File: src/rtl/gx_pkg.sv
package gx_pkg;
  localparam int unsigned GX_CODE_W     = 12;
  localparam int unsigned GX_CR_RD_BASE = 'h000;
  localparam int unsigned GX_CR_WR_BASE = 'h010;
  localparam int unsigned GX_DR_RD_BASE = 'h020;
  localparam int unsigned GX_DR_WR_BASE = 'h030;
  localparam int unsigned GX_EXC_BASE   = 'h040;
  localparam int unsigned GX_INTR_BASE  = 'h060;
  localparam int unsigned GX_CR_SPAN    = 9;
  localparam int unsigned GX_DR_SPAN    = 8;
  localparam int unsigned GX_REG_W      = 16;
  localparam int unsigned GX_EXC_W      = 32;
  localparam int unsigned GX_GEN_W      = 64;
  localparam int unsigned GX_NUM_WIN    = 5;

  typedef enum logic [2:0] {
    SEL_CR_RD = 3'd0,
    SEL_CR_WR = 3'd1,
    SEL_DR_RD = 3'd2,
    SEL_DR_WR = 3'd3,
    SEL_EXC   = 3'd4,
    SEL_GEN   = 3'd5
  } gx_sel_e;
endpackage

File: src/rtl/gx_mask_bank.sv
module gx_mask_bank #(
  parameter int unsigned REG_W = 16,
  parameter int unsigned EXC_W = 32,
  parameter int unsigned GEN_W = 64
) (
  input  logic             clk_i,
  input  logic             rst_ni,
  input  logic             we_i,
  input  logic [2:0]       sel_i,
  input  logic [GEN_W-1:0] data_i,
  input  logic             enter_i,
  input  logic             leave_i,
  output logic [REG_W-1:0] cr_rd_o,
  output logic [REG_W-1:0] cr_wr_o,
  output logic [REG_W-1:0] dr_rd_o,
  output logic [REG_W-1:0] dr_wr_o,
  output logic [EXC_W-1:0] exc_o,
  output logic [GEN_W-1:0] gen_o,
  output logic             guest_o
);
  import gx_pkg::*;

  always_ff @(posedge clk_i or negedge rst_ni) begin
    if (!rst_ni) begin
      cr_rd_o <= '0;
      cr_wr_o <= '0;
      dr_rd_o <= '0;
      dr_wr_o <= '0;
      exc_o   <= '0;
      gen_o   <= '0;
      guest_o <= 1'b0;
    end else begin
      if (we_i) begin
        case (gx_sel_e'(sel_i))
          SEL_CR_RD: cr_rd_o <= data_i[REG_W-1:0];
          SEL_CR_WR: cr_wr_o <= data_i[REG_W-1:0];
          SEL_DR_RD: dr_rd_o <= data_i[REG_W-1:0];
          SEL_DR_WR: dr_wr_o <= data_i[REG_W-1:0];
          SEL_EXC:   exc_o   <= data_i[EXC_W-1:0];
          SEL_GEN:   gen_o   <= data_i;
          default:   ;
        endcase
      end
      // return to host overrides both a same-cycle write and enter
      if (leave_i) begin
        exc_o   <= '0;
        gen_o   <= '0;
        guest_o <= 1'b0;
      end else if (enter_i) begin
        guest_o <= 1'b1;
      end
    end
  end
endmodule

File: src/rtl/gx_window.sv
module gx_window #(
  parameter int unsigned CODE_W = 12,
  parameter int unsigned BASE   = 0,
  parameter int unsigned SPAN   = 9,
  parameter int unsigned MASK_W = 32,
  localparam int unsigned IDX_W = $clog2(MASK_W)
) (
  input  logic [CODE_W-1:0] code_i,
  input  logic [MASK_W-1:0] mask_i,
  output logic              in_o,
  output logic              hit_o
);
  localparam logic [CODE_W:0] LO = (CODE_W+1)'(BASE);
  localparam logic [CODE_W:0] HI = (CODE_W+1)'(BASE + SPAN);

  logic [IDX_W-1:0] idx;

  always_comb begin
    in_o  = ({1'b0, code_i} >= LO) && ({1'b0, code_i} < HI);
    idx   = IDX_W'(code_i - CODE_W'(BASE));
    hit_o = in_o && mask_i[idx];
  end
endmodule

File: src/rtl/gx_verdict.sv
module gx_verdict (
  input  logic clk_i,
  input  logic rst_ni,
  input  logic req_valid_i,
  input  logic guest_i,
  input  logic hit_i,
  output logic resp_valid_o,
  output logic resp_hit_o
);
  always_ff @(posedge clk_i or negedge rst_ni) begin
    if (!rst_ni) begin
      resp_valid_o <= 1'b0;
      resp_hit_o   <= 1'b0;
    end else begin
      resp_valid_o <= req_valid_i;
      resp_hit_o   <= req_valid_i && guest_i && hit_i;
    end
  end
endmodule

File: src/rtl/gx_intercept.sv
module gx_intercept #(
  parameter int unsigned CODE_W     = gx_pkg::GX_CODE_W,
  parameter int unsigned CR_RD_BASE = gx_pkg::GX_CR_RD_BASE,
  parameter int unsigned CR_WR_BASE = gx_pkg::GX_CR_WR_BASE,
  parameter int unsigned DR_RD_BASE = gx_pkg::GX_DR_RD_BASE,
  parameter int unsigned DR_WR_BASE = gx_pkg::GX_DR_WR_BASE,
  parameter int unsigned EXC_BASE   = gx_pkg::GX_EXC_BASE,
  parameter int unsigned INTR_BASE  = gx_pkg::GX_INTR_BASE,
  parameter int unsigned CR_SPAN    = gx_pkg::GX_CR_SPAN,
  parameter int unsigned DR_SPAN    = gx_pkg::GX_DR_SPAN,
  parameter int unsigned REG_W      = gx_pkg::GX_REG_W,
  parameter int unsigned EXC_W      = gx_pkg::GX_EXC_W,
  parameter int unsigned GEN_W      = gx_pkg::GX_GEN_W
) (
  input  logic              clk_i,
  input  logic              rst_ni,
  input  logic              cfg_we_i,
  input  logic [2:0]        cfg_sel_i,
  input  logic [GEN_W-1:0]  cfg_data_i,
  input  logic              guest_enter_i,
  input  logic              host_return_i,
  input  logic              req_valid_i,
  input  logic [CODE_W-1:0] req_code_i,
  output logic              resp_valid_o,
  output logic              resp_hit_o
);
  localparam int unsigned NW = gx_pkg::GX_NUM_WIN;
  localparam int unsigned WIN_BASE [NW] = '{CR_RD_BASE, CR_WR_BASE, DR_RD_BASE, DR_WR_BASE, EXC_BASE};
  localparam int unsigned WIN_SPAN [NW] = '{CR_SPAN, CR_SPAN, DR_SPAN, DR_SPAN, EXC_W};

  logic [REG_W-1:0] cr_rd, cr_wr, dr_rd, dr_wr;
  logic [EXC_W-1:0] exc;
  logic [GEN_W-1:0] gen;
  logic             guest;
  logic [EXC_W-1:0] win_mask [NW];
  logic [NW-1:0]    win_in, win_hit;
  logic             gen_in, gen_hit, hit;

  gx_mask_bank #(.REG_W(REG_W), .EXC_W(EXC_W), .GEN_W(GEN_W)) u_bank (
    .clk_i   (clk_i),
    .rst_ni  (rst_ni),
    .we_i    (cfg_we_i),
    .sel_i   (cfg_sel_i),
    .data_i  (cfg_data_i),
    .enter_i (guest_enter_i),
    .leave_i (host_return_i),
    .cr_rd_o (cr_rd),
    .cr_wr_o (cr_wr),
    .dr_rd_o (dr_rd),
    .dr_wr_o (dr_wr),
    .exc_o   (exc),
    .gen_o   (gen),
    .guest_o (guest)
  );

  always_comb begin
    win_mask[0] = EXC_W'(cr_rd);
    win_mask[1] = EXC_W'(cr_wr);
    win_mask[2] = EXC_W'(dr_rd);
    win_mask[3] = EXC_W'(dr_wr);
    win_mask[4] = exc;
  end

  for (genvar w = 0; w < NW; w++) begin : g_win
    gx_window #(
      .CODE_W (CODE_W),
      .BASE   (WIN_BASE[w]),
      .SPAN   (WIN_SPAN[w]),
      .MASK_W (EXC_W)
    ) u_win (
      .code_i (req_code_i),
      .mask_i (win_mask[w]),
      .in_o   (win_in[w]),
      .hit_o  (win_hit[w])
    );
  end

  gx_window #(
    .CODE_W (CODE_W),
    .BASE   (INTR_BASE),
    .SPAN   (GEN_W),
    .MASK_W (GEN_W)
  ) u_gen (
    .code_i (req_code_i),
    .mask_i (gen),
    .in_o   (gen_in),
    .hit_o  (gen_hit)
  );

  // general mask only answers codes that no dedicated window claims
  assign hit = (|win_in) ? (|win_hit) : (gen_in && gen_hit);

  gx_verdict u_verdict (
    .clk_i        (clk_i),
    .rst_ni       (rst_ni),
    .req_valid_i  (req_valid_i),
    .guest_i      (guest),
    .hit_i        (hit),
    .resp_valid_o (resp_valid_o),
    .resp_hit_o   (resp_hit_o)
  );
endmodule

File: config.mk
export PLATFORM = sky130hd
export DESIGN_NAME = gx_intercept
export DESIGN_NICKNAME = d
export VERILOG_FILES = /design/src/rtl/gx_pkg.sv /design/src/rtl/gx_mask_bank.sv /design/src/rtl/gx_window.sv /design/src/rtl/gx_verdict.sv /design/src/rtl/gx_intercept.sv
export SDC_FILE = /design/constraint.sdc
export NUM_CORES = 1
export LEC_CHECK = 0
export ABC_CLOCK_PERIOD_IN_PS = 5700
export BUFFER_PORTS_ARGS = -buffer_cell sky130_fd_sc_hd__buf_2
export CORE_ASPECT_RATIO = 0.5
export CORE_MARGIN = 3
export CORE_UTILIZATION = 24
export DETAILED_ROUTE_END_ITERATION = 10
export PLACE_DENSITY = 0.4
export RECOVER_POWER = 100
export SLEW_MARGIN = 20
export SYNTH_ARGS = -nofsm -noshare
export SYNTH_HDL_FRONTEND = slang
export SYNTH_SLANG_ARGS = --single-unit
File: constraint.sdc
create_clock -name clk_i -period 5.7 [get_ports clk_i]
set_input_delay 0.855 -clock clk_i [delete_from_list [all_inputs] [get_ports clk_i]]
set_output_delay 0.855 -clock clk_i [all_outputs]
set_load 0.1 [all_outputs]
==> results of run 1 <==
## Yosys cell counts, drive strengths merged (2+ instances only)
| cell type | number | area, µm² |
|---|---|---|
| a21oi | 97 | 485.5 |
| a32oi | 2 | 17.52 |
| buf | 9 | 67.55 |
| clkbuf | 40 | 150.1 |
| dfrtp | 141 | 3528 |
| mux2 | 44 | 495.5 |
| mux2i | 16 | 160.2 |
| mux4 | 33 | 743.2 |
| nand2 | 198 | 743.2 |
| nand2b | 3 | 18.77 |
| nand3 | 3 | 15.01 |
| nand3b | 4 | 30.03 |
| nand4 | 4 | 25.02 |
| nor2 | 9 | 33.78 |
| nor2b | 5 | 31.28 |
| nor3 | 6 | 30.03 |
| nor3b | 2 | 15.01 |
## path summary, 6_finish.rpt
path / from / end / slack, ns / depth (start not counted)
hold / removal: rst_ni / u_bank.cr_wr_o[4] / 0.47 / 1
max in group asynchronous: rst_ni / u_bank.gen_o[36] / 3.83 / 2
hold reg to reg: u_bank.dr_rd_o[0] / u_bank.dr_rd_o[0] / 0.50 / 1
setup / recovery: host_return_i / u_bank.gen_o[13] / 1.82 / 3
min in group clk_i: u_bank.dr_rd_o[0] / u_bank.dr_rd_o[0] / 0.50 / 1
setup reg to reg: u_bank.gen_o[47] / u_verdict.resp_hit_o / 3.59 / 5
## final cells by class
type	count	area, µm²	area share
multi-input cells	442	2975	0.3697
flip-flops and latches	141	3528	0.4384
clock buffers	24	471.7	0.05860
well taps	374	467.9	0.05814
clock inverters	7	112.6	0.01399
repair buffers	96	493.0	0.06125
## flip-flops by register name, indices dropped and copies added, names as in the netlist
name	flops
u_bank.cr_rd_o	9
u_bank.cr_wr_o	16
u_bank.dr_rd_o	9
u_bank.dr_wr_o	8
u_bank.exc_o	32
u_bank.gen_o	64
u_bank.guest_o	1
u_verdict.resp_hit_o	1
u_verdict.resp_valid_o	1
## kinds of logic (layout without fill, tap and decap cells)
logic type             after synthesis  in the layout  synth area share
AOI/OAI and AO/OA                  109            109           0.08644
and+or+nand+nor                    240            240            0.1475
muxes                               93             93            0.2083
DFF                                141            141            0.5253
buffers and inverters               49            127           0.03241
## power breakdown
group	switching, mW	leakage [nW]	internal [mW]
clock	0.420	0.284	0.707
combinational	0.140	1.16	0.129
sequential	0.0454	1.87	1.08
## routing by layer
metal	vias to the layer above	part of all wire
li1	2327	-
met1	2527	0.49
met2	69	0.47
met3	13	0.038
met4	2	0.0070
met5	-	0.00036
## per-stage QoR
stage                     setup slack [ns]  cells
final                                1.822   1084
after global routing                 1.407   1084
after global placement               2.261   1053
after detailed placement             2.246   1053
after floorplan                      3.140    632
after CTS                            2.690   1084
==> results.py, run 1 <==
metrics = {
    "cts": {
        "post-cts-setup-buffer-count": 0,
        "clk_path_buf_depth": 2,
        "insertion_delay_ns": 0.42,
        "clock_sinks": 141,
        "cts_inserted_buffers": 17,
        "ctsHoldBuffers": 0,
        "post_cts_resize_count": 0,
        "tritoncts": "yes",
        "ctsHtreeMaxLevel": 4,
        "ctsRootBufferMaster": "clkbuf_16",
        "path_clk_slew_ns": 0.06,
    },
    "worst_setup_path": {
        "cp_top_family": "buffers and inverters",
        "slowest_delay_ns": 2.64,
        "cp.buffers_inverters": 2,
        "worst-path-max-fanout": 80,
        "cp.arrival_ns": 4.00,
        "critPathSlowestCell": "clkbuf_1",
        "crit_required_ns": 5.82,
        "critPathLaunchType": "primary input",
        "critPathKind": "in -> reg",
        "path_cells": "buf_2, clkbuf_1, a21oi_1",
        "endpoint_kind": "flop",
    },
    "timing": {
        "holdWs_ns": 0.4682,
        "fin_skew_ns": 0.007731,
        "setup_violations": 0,
        "fmax_mhz": 257.9,
        "min_period_ns": 3.878,
        "finalHoldViolations": 0,
        "fin_crit_sh": 0.6803,
        "rsz0062_at_grt": "no",
        "report.final.slew_viol_count": 130,
        "worstMarginPinSlew_ns": 3.744,
        "setup_tns_ns": 0,
        "slew_headroom": -1.496,
    },
    "routing": {
        "vias": 4938,
        "post-route-drc-count": 0,
        "vias_per_cell": 4.555,
        "firstDrtPassIters": 4,
        "ant_nets": 0,
        "wire_per_inst_um": 17.94,
        "dr.first_iter.drc_count": 340,
        "routed_wl_um": 19450,
    },
    "global_route": {
        "top_usage_layer": "met2",
        "grt_pass1_vias": 5169,
        "grt_max_degree": 81,
        "grt_pass1_wl_um": 31010,
        "antenna_found_initial": 1,
        "met1_usage": 0.1836,
        "met2_usage": 0.2121,
        "grt.total_usage": 0.1327,
        "overflow": 0,
        "use_met3": 0.03248,
    },
    "logic_synthesis": {
        "synth_fp_nets": 717,
        "synth_edf_count": 0,
        "syn_inst": 632,
        "avgSynthCellArea_um2": 10.63,
        "ys_ff_latch": 141,
        "yosys.cell_types.count": 36,
        "syn_area_um2": 6716,
        "synthFlopType": "dfrtp_1",
        "synth_warnings": 0,
        "synth-seq-area-share": 0.5253,
        "async_flop_share": 1.000,
    },
    "floorplan": {
        "initial_core_util": 0.2491,
        "die_h_um": 124.3,
        "die_w_um": 242.6,
        "ios": 87,
        "core_area_um2": 26960,
        "die_area_um2": 30150,
        "fp-row-count": 42,
    },
    "layout": {
        "areaGrowthSynthToFinish_pct": 19.84,
        "fin_area_um2": 8049,
        "fill_cells": 2800,
        "n_antenna_cell": 0,
        "drive_above_1_share": 0.2718,
        "layout_common_cells": "198 x nand2_1, 141 x dfrtp_1, 97 x a21oi_1",
        "fin_util": 0.2986,
        "nets": 783,
        "mostFrequentLayoutCell": "nand2_1",
    },
    "place": {
        "dpl_cell_area_um2": 7493,
        "gp_congestion": 0.7578,
        "portBuffers": 86,
        "dp_hpwl_um": 12940,
    },
    "outcome": {
        "violations": "capacitance limit, slew limit",
        "run_status": "complete, but fails checks",
    },
    "hold_path": {
        "min_path_type": "in -> async",
    },
    "power": {
        "peakVddDrop_mv": 0.1795,
        "power_leakage_nw": 3.319,
        "finalPower_mw": 2.523,
        "power_density_nw_per_um2": 313.5,
    },
    "flow_run": {
        "maxCapViolations": 4,
    },
}
Power figures use the tool's default switching activity.
==> inputs of run 2 (changes only) <==
ABC_CLOCK_PERIOD_IN_PS = 3700   (was 5700)
clock period = 3.7 ns   (was 5.7 ns; I/O delays follow)
==> run 2 against run 1 <==
The run still ends with capacitance limit, slew limit left. Routed wire length down 1.6%. Critical path depth up 5. Sequential power up 54%. Clock skew down 0.0032 ns. Critical endpoint is now u_verdict.resp_hit_o. Highest routed layer is now met4.
==> results.py, run 2 (synthesis gave the netlist of run 1 again) <==
metrics = {
    "floorplan": {
        "die_w_um": 242.6,
        "fp-row-count": 42,
        "ios": 87,
        "core_area_um2": 26960,
        "die_area_um2": 30150,
        "initial_core_util": 0.2491,
        "die_h_um": 124.3,
    },
    "place": {
        "dp_slack_ns": 0.8328,
        "dpl_cell_area_um2": 7566,
        "dp_hpwl_um": 13340,
        "placedCellCount": 1058,
        "gp_congestion": 0.7581,
        "portBuffers": 86,
    },
    "cts": {
        "ctsRootBufferMaster": "clkbuf_16",
        "tritoncts": "yes",
        "clk_path_buf_depth": 2,
        "post_cts_resize_count": 0,
        "path_clk_slew_ns": 0.06,
        "post-cts-setup-buffer-count": 0,
        "ctsHtreeMaxLevel": 4,
        "cts_inserted_buffers": 17,
        "insertion_delay_ns": 0.42,
        "clock_sinks": 141,
        "ctsHoldBuffers": 0,
    },
    "timing": {
        "setup_tns_ns": 0,
        "setup_ws_ns": 1.299,
        "worstMarginPinSlew_ns": 2.373,
        "slew_headroom": -0.5823,
        "finalHoldViolations": 0,
        "report.final.slew_viol_count": 121,
        "fmax_mhz": 416.5,
        "rsz0062_at_grt": "no",
        "fin_crit_sh": 0.6489,
        "min_period_ns": 2.401,
        "holdWs_ns": 0.3012,
        "fin_skew_ns": 0.004539,
        "setup_violations": 0,
    },
    "layout": {
        "areaGrowthSynthToFinish_pct": 21.31,
        "n_antenna_cell": 0,
        "nets": 788,
        "largest_register": "u_bank.gen_o",
        "largest_register_ffs": 64,
        "mostFrequentLayoutCell": "nand2_1",
        "largest_registers": "u_bank.gen_o x64, u_bank.exc_o x32, u_bank.cr_wr_o x16",
        "fill_cells": 2826,
        "fin_cells": 1090,
        "layout_common_cells": "198 x nand2_1, 141 x dfrtp_1, 97 x a21oi_1",
        "fin_area_um2": 8148,
        "fin_util": 0.3022,
        "drive_above_1_share": 0.2807,
    },
    "worst_setup_path": {
        "cp.buffers_inverters": 2,
        "critPathSlowestCell": "mux4_2",
        "endpoint_kind": "flop",
        "path_cells": "buf_2, buf_4, mux4_2, mux4_2, nor3b_1, a2111oi_0, o221ai_1, o21ai_1",
        "crit_top_cell": "mux4_2",
        "critPathLaunchType": "primary input",
        "critPathKind": "in -> reg",
        "crit_required_ns": 4.00,
        "worst-path-max-fanout": 15,
        "cp.depth": 8,
        "slowest_delay_ns": 0.49,
        "rr_worst_depth": 5,
        "cp.arrival_ns": 2.70,
        "cp_top_family": "multiplexers",
    },
    "power": {
        "p_int_mw": 2.983,
        "peakVddDrop_mv": 0.2899,
        "comb_power_share": 0.107,
        "power_leakage_nw": 3.360,
        "finalPower_mw": 3.950,
        "p_clk_frac": 0.454,
        "power.share.sequential": 0.440,
        "p_switching_mw": 0.9673,
        "power_density_nw_per_um2": 484.8,
        "switching_share": 0.2449,
    },
    "global_route": {
        "grt_pass1_vias": 5127,
        "overflow": 0,
        "antenna_found_initial": 0,
        "grt.total_usage": 0.1304,
        "grt_pass1_wl_um": 30390,
        "grt_max_degree": 73,
    },
    "outcome": {
        "violations": "capacitance limit, slew limit",
        "run_status": "complete, but fails checks",
    },
    "routing": {
        "top_layer": "met4",
        "firstDrtPassIters": 4,
        "wire_per_inst_um": 17.56,
        "dr.first_iter.drc_count": 269,
        "routedLengthMet1_um": 9170,
        "routed_wl_um": 19140,
        "vias_per_cell": 4.527,
        "route.met2.wl_um": 9223,
        "ant_nets": 0,
        "wl_met3_um": 565,
        "post-route-drc-count": 0,
        "vias": 4934,
    },
    "hold_path": {
        "min_path_type": "in -> reg",
        "min_path_cells": 1,
    },
    "flow_run": {
        "maxCapViolations": 3,
    },
}
run 2: cell types whose count changed in the layout (fill, tap and decap cells not counted), sizes merged:
cell | before | now
buf | 87 | 90
clkinv | 3 | 5
clkinvlp | 1 | 2
run 2: path summary, 6_finish.rpt:
path | startpoint | endpoint | slack (ns)
min in group asynchronous | rst_ni | u_bank.cr_wr_o[4] | 0.79
max in group asynchronous | rst_ni | u_bank.gen_o[44] | 1.45
worst min-delay path | req_valid_i | u_verdict.resp_valid_o | 0.30
worst max-delay path | req_code_i[0] | u_verdict.resp_hit_o | 1.30
worst min register to register | u_bank.cr_wr_o[12] | u_bank.cr_wr_o[12] | 0.50
worst max register to register | u_bank.gen_o[33] | u_verdict.resp_hit_o | 1.61
run 2: area by class of cell:
cell class / instances / area [µm²] / share of cell area
timing repair buffer: 101 / 556.8 / 0.06834
tap: 374 / 467.9 / 0.05743
sequential: 141 / 3528 / 0.4330
clock inverter: 10 / 137.6 / 0.01689
multi-input combinational: 442 / 2983 / 0.3661
clock buffer: 22 / 474.2 / 0.05820
run 2: per-layer routing:
metal | GRT usage | up-vias
met3 | 0.02560 | 12
li1 | - | 2342
met1 | 0.1792 | 2516
met2 | 0.2107 | 64
met4 | 0.03543 | 0
met5 | 0 | -
run 2: power by group through the flow:
| stage | registers [mW] | clock network [mW] | logic (mW) |
|---|---|---|---|
| 6_report | 1.74 | 1.79 | 0.421 |
| 5_1_grt | 1.75 | 1.89 | 0.468 |
| 4_1_cts | 1.74 | 1.84 | 0.432 |
| 3_5_place_dp | 1.77 | 0 | 0.430 |
| 3_3_place_gp | 1.77 | 0 | 0.420 |
| 2_1_floorplan | 1.74 | 0 | 0.263 |
==> inputs of run 3 (changes only) <==
ABC_CLOCK_PERIOD_IN_PS = 2250   (was 3700)
clock period = 2.25 ns   (was 3.7 ns; I/O delays follow)
==> run 3 against run 2 <==
The flow now finishes without violations. Final cell count up 0.92%. Power grew 77%. Register-to-register slack lost 1.4 ns. Critical path type is now reg -> reg.
==> results.py, run 3 (synthesis gave the netlist of run 1 again) <==
metrics = {
    "outcome": {
        "run_status": "complete, no violations",
    },
    "worst_setup_path": {
        "r2r_start": "u_bank.gen_o[46]",
        "critPathLaunchType": "flop",
        "endpoint_kind": "flop",
        "crit_start": "u_bank.gen_o[46]",
        "crit_required_ns": 2.55,
        "critPathKind": "reg -> reg",
        "cp.arrival_ns": 2.35,
        "worst-path-max-fanout": 2,
    },
    "floorplan": {
        "die_w_um": 242.6,
        "core_area_um2": 26960,
        "initial_core_util": 0.2491,
        "die_h_um": 124.3,
        "ios": 87,
        "fp-row-count": 42,
        "die_area_um2": 30150,
    },
    "global_route": {
        "grt.total_usage": 0.1307,
        "grt_pass1_vias": 5040,
        "grt_max_degree": 98,
        "overflow": 0,
        "grt_pass1_wl_um": 30380,
        "antenna_found_initial": 0,
    },
    "routing": {
        "post-route-drc-count": 0,
        "ant_nets": 0,
        "firstDrtPassIters": 4,
        "wire_per_inst_um": 17.42,
        "routed_wl_um": 19170,
        "vias_per_cell": 4.475,
        "vias": 4922,
        "dr.first_iter.drc_count": 421,
    },
    "place": {
        "dp_hpwl_um": 13050,
        "dp_slack_ns": -0.1248,
        "gp_congestion": 0.7326,
        "portBuffers": 86,
    },
    "layout": {
        "layout_common_cells": "198 x nand2_1, 141 x dfrtp_1, 97 x a21oi_1",
        "n_antenna_cell": 0,
        "mostFrequentLayoutCell": "nand2_1",
        "drive_above_1_share": 0.2948,
        "largest_register": "u_bank.gen_o",
        "largest_register_ffs": 64,
        "largest_registers": "u_bank.gen_o x64, u_bank.exc_o x32, u_bank.cr_wr_o x16",
        "areaGrowthSynthToFinish_pct": 24.55,
        "fin_util": 0.3103,
        "nets": 799,
    },
    "timing": {
        "worstMarginPinSlew_ns": 1.408,
        "setup_ws_ns": 0.1988,
        "setup_violations": 0,
        "fin_skew_ns": 0.007149,
        "fin_crit_sh": 0.9116,
        "finalHoldViolations": 0,
        "report.final.slew_viol_count": 0,
        "holdWs_ns": 0.08578,
        "rsz0062_at_grt": "no",
        "slew_headroom": 0.06104,
        "min_period_ns": 2.051,
        "fmax_mhz": 487.5,
    },
    "power": {
        "peakVddDrop_mv": 0.4041,
        "power_density_nw_per_um2": 834.4,
        "power_leakage_nw": 3.478,
    },
    "cts": {
        "clk_path_buf_depth": 2,
        "insertion_delay_ns": 0.43,
        "ctsHtreeMaxLevel": 4,
        "path_clk_slew_ns": 0.06,
        "tritoncts": "yes",
        "ctsRootBufferMaster": "clkbuf_16",
        "cts_inserted_buffers": 17,
        "post-cts-setup-buffer-count": 0,
        "clock_sinks": 141,
    },
    "hold_path": {
        "min_path_type": "in -> reg",
        "hold_path_startpoint": "req_valid_i",
    },
    "flow_run": {
        "maxCapViolations": 0,
    },
}
-- run 3: cell count changes in the layout (fill, tap and decap cells not counted) --
cell           before  now
buf_4               8   13
bufinv_16           3    8
clkbuf_1           13    8
buf_12              3    6
clkbuf_2            0    3
buf_2              79   81
clkbuf_8            3    1
clkinv_4            2    0
buf_1               0    1
clkinv_2            3    2
dlygate4sd3_1       0    1
-- run 3: power by group --
part	internal [mW]	total [mW]	switching [mW]
Clock	2.32	3.42	1.09
Combinational	0.353	0.720	0.367
Sequential	2.74	2.84	0.105
-- run 3: area by class of cell --
| class | count | area [µm²] |
|---|---|---|
| repair buffers | 112 | 678.2 |
| well taps | 374 | 467.9 |
| clock buffers | 19 | 442.9 |
| flip-flops and latches | 141 | 3528 |
| multi-input cells | 442 | 2983 |
| clock inverters | 12 | 265.3 |
| fillers | 2773 | 18590 |
-- run 3: timing repair --
action | 4_1_cts | 5_1_grt
endpoints found under the hold margin | 43 | 0
resized for setup | 0 | 0
hold buffers | 1 | 0
-- run 3: through the flow --
| stage | cells | total power [mW] | setup TNS (ns) | area [µm²] |
|---|---|---|---|---|
| 2_1_floorplan | 632 | 3.290 | 0 | 6716 |
| 3_3_place_gp | 1068 | 3.620 | -0.1169 | 7679 |
| 3_5_place_dp | 1068 | 3.628 | -0.1248 | 7679 |
| 4_1_cts | 1100 | 7.092 | 0 | 8397 |
| 5_1_grt | 1100 | 7.275 | 0 | 8366 |
| 6_report | 1100 | 6.980 | 0 | 8366 |
-- run 3: worst max-delay path, cell delays in order (launching register included) --
cell and delay [ns]:
dfrtp_1 0.38, mux4_2 0.45, mux4_2 0.51, mux2_2 0.32, o221ai_1 0.18, o21ai_1 0.09
-- run 3: final timing paths --
path,slack [ns],to,cells after the start
max in group asynchronous,0.36,u_bank.cr_rd_o[8],3
min in group asynchronous,0.74,u_bank.cr_wr_o[13],2
setup / recovery,0.20,u_verdict.resp_hit_o,5
hold / removal,0.09,u_verdict.resp_valid_o,1
setup reg to reg,0.20,u_verdict.resp_hit_o,5
hold reg to reg,0.50,u_bank.cr_rd_o[2],1
-- run 3: layer usage --
metal	routed length (µm)	part of all wire	track usage	vias up
met4	206	0.011	0.03683	0
li1	-	-	-	2361
met3	769	0.040	0.02753	15
met1	9293	0.48	0.1866	2478
met5	0	0	0	-
met2	8896	0.46	0.2005	68
